<file path="src/rtl/txmark_pkg.sv">
package txmark_pkg;
  localparam int CHAR_W = 8;
  typedef logic [CHAR_W-1:0] char_t;

  // K codes: {HGF, EDCBA}
  localparam char_t K_CELL = 8'hF7;  // K23.7
  localparam char_t K_CMD  = 8'hFB;  // K27.7
  localparam char_t K_ADDR = 8'hFD;  // K29.7
  localparam char_t K_SYNC = 8'hBC;  // K28.5

  typedef enum logic [1:0] {SRC_SYNC, SRC_MARK, SRC_WORD} src_e;

  typedef struct packed {
    logic load;
    src_e src;
  } strobe_t;
endpackage

</file>
<file path="src/rtl/txmark_ctrl.sv">
module txmark_ctrl
  import txmark_pkg::*;
(
  input  logic    clk,
  input  logic    rstN,
  input  logic    fifoEmpty,
  input  logic    headSoc,
  input  logic    haltReq,
  input  logic    outValid,
  input  logic    outReady,
  output strobe_t stb,
  output logic    fifoRd
);
  typedef enum logic {ST_FREE, ST_OWE} state_e;
  state_e state, nextState;
  logic advance;

  assign advance = !outValid || outReady;

  always_comb begin
    stb       = '{load: advance, src: SRC_SYNC};
    fifoRd    = 1'b0;
    nextState = state;
    if (advance) begin
      if (state == ST_OWE) begin
        stb.src   = SRC_WORD;
        fifoRd    = 1'b1;
        nextState = ST_FREE;
      end else if (!haltReq && !fifoEmpty) begin
        if (headSoc) begin
          stb.src   = SRC_MARK;
          nextState = ST_OWE;
        end else begin
          stb.src = SRC_WORD;
          fifoRd  = 1'b1;
        end
      end
    end
  end

  always_ff @(posedge clk) begin
    if (!rstN) state <= ST_FREE;
    else       state <= nextState;
  end
endmodule

</file>
<file path="src/rtl/txmark_dp.sv">
module txmark_dp
  import txmark_pkg::*;
(
  input  logic    clk,
  input  logic    rstN,
  input  strobe_t stb,
  input  char_t   headData,
  input  logic    headSc,
  input  logic    headSvs,
  output logic    outValid,
  output char_t   outData,
  output logic    outK
);
  char_t markCode;

  always_comb begin
    if (!headSc)      markCode = K_CELL;
    else if (headSvs) markCode = K_ADDR;
    else              markCode = K_CMD;
  end

  always_ff @(posedge clk) begin
    if (!rstN) begin
      outValid <= 1'b0;
      outData  <= K_SYNC;
      outK     <= 1'b1;
    end else if (stb.load) begin
      outValid <= 1'b1;
      case (stb.src)
        SRC_MARK: begin outData <= markCode; outK <= 1'b1; end
        SRC_WORD: begin outData <= headData; outK <= 1'b0; end
        default:  begin outData <= K_SYNC;   outK <= 1'b1; end
      endcase
    end
  end
endmodule

</file>
<file path="src/rtl/tx_marker_ins.sv">
module tx_marker_ins
  import txmark_pkg::*;
(
  input  logic              clk,
  input  logic              rstN,
  input  logic              fifoEmpty,
  input  logic [CHAR_W-1:0] fifoData,
  input  logic              fifoSoc,
  input  logic              fifoSc,
  input  logic              fifoSvs,
  output logic              fifoRd,
  input  logic              haltReq,
  output logic              outValid,
  input  logic              outReady,
  output logic [CHAR_W-1:0] outData,
  output logic              outK
);
  strobe_t stb;

  txmark_ctrl u_ctrl (
    .clk(clk), .rstN(rstN), .fifoEmpty(fifoEmpty), .headSoc(fifoSoc),
    .haltReq(haltReq), .outValid(outValid), .outReady(outReady),
    .stb(stb), .fifoRd(fifoRd)
  );

  txmark_dp u_dp (
    .clk(clk), .rstN(rstN), .stb(stb), .headData(fifoData),
    .headSc(fifoSc), .headSvs(fifoSvs),
    .outValid(outValid), .outData(outData), .outK(outK)
  );
endmodule

</file>
<file path="config.mk">
export PLATFORM = sky130hd
export DESIGN_NAME = tx_marker_ins
export DESIGN_NICKNAME = d
export VERILOG_FILES = /design/src/rtl/txmark_pkg.sv /design/src/rtl/txmark_ctrl.sv /design/src/rtl/txmark_dp.sv /design/src/rtl/tx_marker_ins.sv
export SDC_FILE = /design/constraint.sdc
export NUM_CORES = 1
export LEC_CHECK = 0
export ABC_AREA = 1
export BUFFER_PORTS_ARGS = -buffer_cell sky130_fd_sc_hd__buf_2
export CORE_UTILIZATION = 44
export DETAILED_ROUTE_END_ITERATION = 6
export GPL_TIMING_DRIVEN = 0
export HOLD_SLACK_MARGIN = 0.06
export PLACE_DENSITY = 0.86
export SKIP_CTS_REPAIR_TIMING = 1
export SYNTH_ARGS = -nofsm -noshare
export SYNTH_HDL_FRONTEND = slang
export SYNTH_SLANG_ARGS = --single-unit
</file>
<file path="constraint.sdc">
create_clock -name clk -period 3.88 [get_ports clk]
set_input_delay 0.776 -clock clk [delete_from_list [all_inputs] [get_ports clk]]
set_output_delay 0.776 -clock clk [all_outputs]
set_load 0.05 [all_outputs]
</file>
==> run summary <==
outcome: complete, no violations
final hold violations: 0
Warnings, synthesis: 0
fillcell total: 115
final WL: 1170 µm
die width: 38.1 µm
DP Wirelength: 915 µm
pwr dens: 354 nW/µm²
worst-path maximum fanout: 2
P_leak: 0.407 nW
Overall Power: 0.000262 W
total number of H-tree levels: 1
die height: 38.1 µm
Worst R2R Path Depth: 7
Final TNS setup: 0 ns
final net count: 131
Pre-antenna DRT Iters: 4
GRT Total Usage: 20.5%
hold slack final: 0.471 ns
Initial Util: 49.6%
Fin Clk Skew: 0.00239 ns
clock power share: 29.7%
Setup Viol. Count Final: 0
proportion of layout cells with a drive suffix above 1: 33.0%
Reg-to-Reg End: u_dp.outData[6]
Setup crit end kind: primary output
Worst EP required: 3.10 ns
largest net degree at the start of global routing: 11
first-pass GRT wire length: 1990 µm
clock root cell: clkbuf_4
Final Max Slew Viols: 0
Max Clk Rate: 442 MHz
sw frac: 31.9%
WL/cell: 9.29 µm
flop-to-flop setup slack: 2.37 ns
fin area: 742 µm²
Arr. time, crit path: 1.49 ns
DP Cell Count: 122
Post-Syn Area per Cell: 6.90 µm²
via count: 602
P_sw: 0.0000838 W
cell count after synthesis: 83
gpl congestion: 0.766
synthesized cell area: 573 µm²
Reg clk slew, reported paths: 0.07 ns
hold_sp: u_dp.outData[3]
Pint: 0.000179 W
Syn Nets: 101
WHS Path Cells: 2
Yosys cell types: 16
RSZ-0062 raised after global routing: no
Peak VDD IR: 0.262 mV
# DRC: 0
port buffer count: 25
Final ANT Viol Nets: 0
CTS tree: done
initial drt markers: 16
HP Class: reg -> reg
clk_lat worst skew: 0.26 ns
Longest Clk Path Bufs: 2
# IOs: 27
cell row count: 12
max_cap viols: 0
Worst Hold End: u_dp.outData[3]
Max-slew headroom: 76.6%
antenna violations before repair: 0
Area after DPL: 716 µm²
TritonCTS buffer count: 3
Post-Layout Cell Count: 126
Sink Count: 11
final worst-path cycle share: 58.3%
FF+latch count, synth: 11
ant diodes: 0
DR vias/cell: 4.78
sequential fraction of the synthesis area: 38.4%
Sequential Power Share: 46.2%
Final Critical Period: 2.26 ns
crit start category: input pin
total grt overflow: 0
vias in the first global route: 490
CP Launch Point: fifoEmpty
Comb pwr share: 24.0%
Layout area overhead: 29.5%
Worst Tran Pin Value: 0.352 ns
Crit Path Class: in -> out
Die ar.: 1450 µm²
Core Area: 1160 µm²
FF-to-FF Start: u_dp.outValid
## through the flow
stage	setup slack, ns	util [%]
finish	1.62	64.2
global route	1.55	64.2
CTS	1.61	64.2
detailed placement	1.61	61.9
global placement	1.61	61.9
floorplan	1.74	-
## cell usage in the layout, fill, tap and decap left out, types with 2 or more instances in the layout
master    count
clkbuf_1      3
clkbuf_4      3
nand3_1       9
nand2_2       4
inv_1         9
nand2_1      31
o211ai_1      2
dfxtp_1      11
ha_1          2
a21oi_1       6
buf_2        26
## layer usage
layer	share of wire [%]	track usage [%]	vias to the layer above
li1	-	-	316
met1	46	25.5	258
met2	44	30.5	24
met3	7.2	5.81	4
met4	2.4	13.4	0
met5	0	0	-
## sequential cells by signal, indices dropped and copies added, names as in the netlist
register,count
u_dp.outK,1
u_ctrl.state,1
u_dp.outData,8
u_dp.outValid,1
## Yosys cell counts
| cell | count | share of area [%] |
|---|---|---|
| nand2_4 | 1 | 2.0 |
| inv_1 | 9 | 5.9 |
| inv_2 | 1 | 0.65 |
| buf_2 | 1 | 0.87 |
| nor2_1 | 1 | 0.65 |
| dfxtp_1 | 11 | 38 |
| nand3_1 | 9 | 7.9 |
| o21ai_0 | 1 | 0.87 |
| a21oi_1 | 6 | 5.2 |
| nand2_1 | 31 | 20 |
| clkbuf_1 | 2 | 1.3 |
| o211ai_1 | 2 | 2.6 |
| inv_4 | 1 | 1.1 |
| buf_12 | 1 | 3.5 |
| ha_1 | 2 | 4.4 |
| nand2_2 | 4 | 4.4 |
## cell type report
| type | instances | area (µm²) | share of cell area [%] |
|---|---|---|---|
| well taps | 14 | 17.5 | 2.36 |
| clock buffers | 4 | 26.3 | 3.54 |
| plain buffers | 4 | 32.5 | 4.38 |
| inverters | 11 | 43.8 | 5.90 |
| multi-input cells | 57 | 277 | 37.3 |
| flip-flops and latches | 11 | 220 | 29.7 |
| repair buffers | 25 | 125 | 16.9 |
## worst max-delay path by stage
| stage | slack [ns] | to | depth (start not counted) |
|---|---|---|---|
| 6_report | 1.62 | fifoRd | 5 |
| 5_1_grt | 1.55 | fifoRd | 5 |
| 4_1_cts | 1.61 | fifoRd | 5 |
| 3_5_place_dp | 1.61 | fifoRd | 6 |
| 3_3_place_gp | 1.61 | fifoRd | 6 |
| 2_1_floorplan | 1.74 | fifoRd | 4 |
## worst max-delay path: stages
cell	delay, ns
buf_2	0.09
nor2_1	0.14
o211ai_1	0.12
inv_1	0.09
buf_2	0.26
## power groups by stage
stage                     Combinational, W  Clock [W]  Sequential [W]
final                            0.0000630  0.0000781        0.000121
after global routing             0.0000695  0.0000873        0.000122
after CTS                        0.0000634  0.0000801        0.000121
after detailed placement         0.0000631          0        0.000124
after global placement           0.0000626          0        0.000124
after floorplan                  0.0000278          0        0.000142
## cell families after synthesis
logic type,synth area share [%]
simple gates,35.2
flops,38.4
buf+inv,13.3
fa+ha+maj,4.37
compound gates,8.73
No activity file was read; power rests on OpenSTA's default activity.
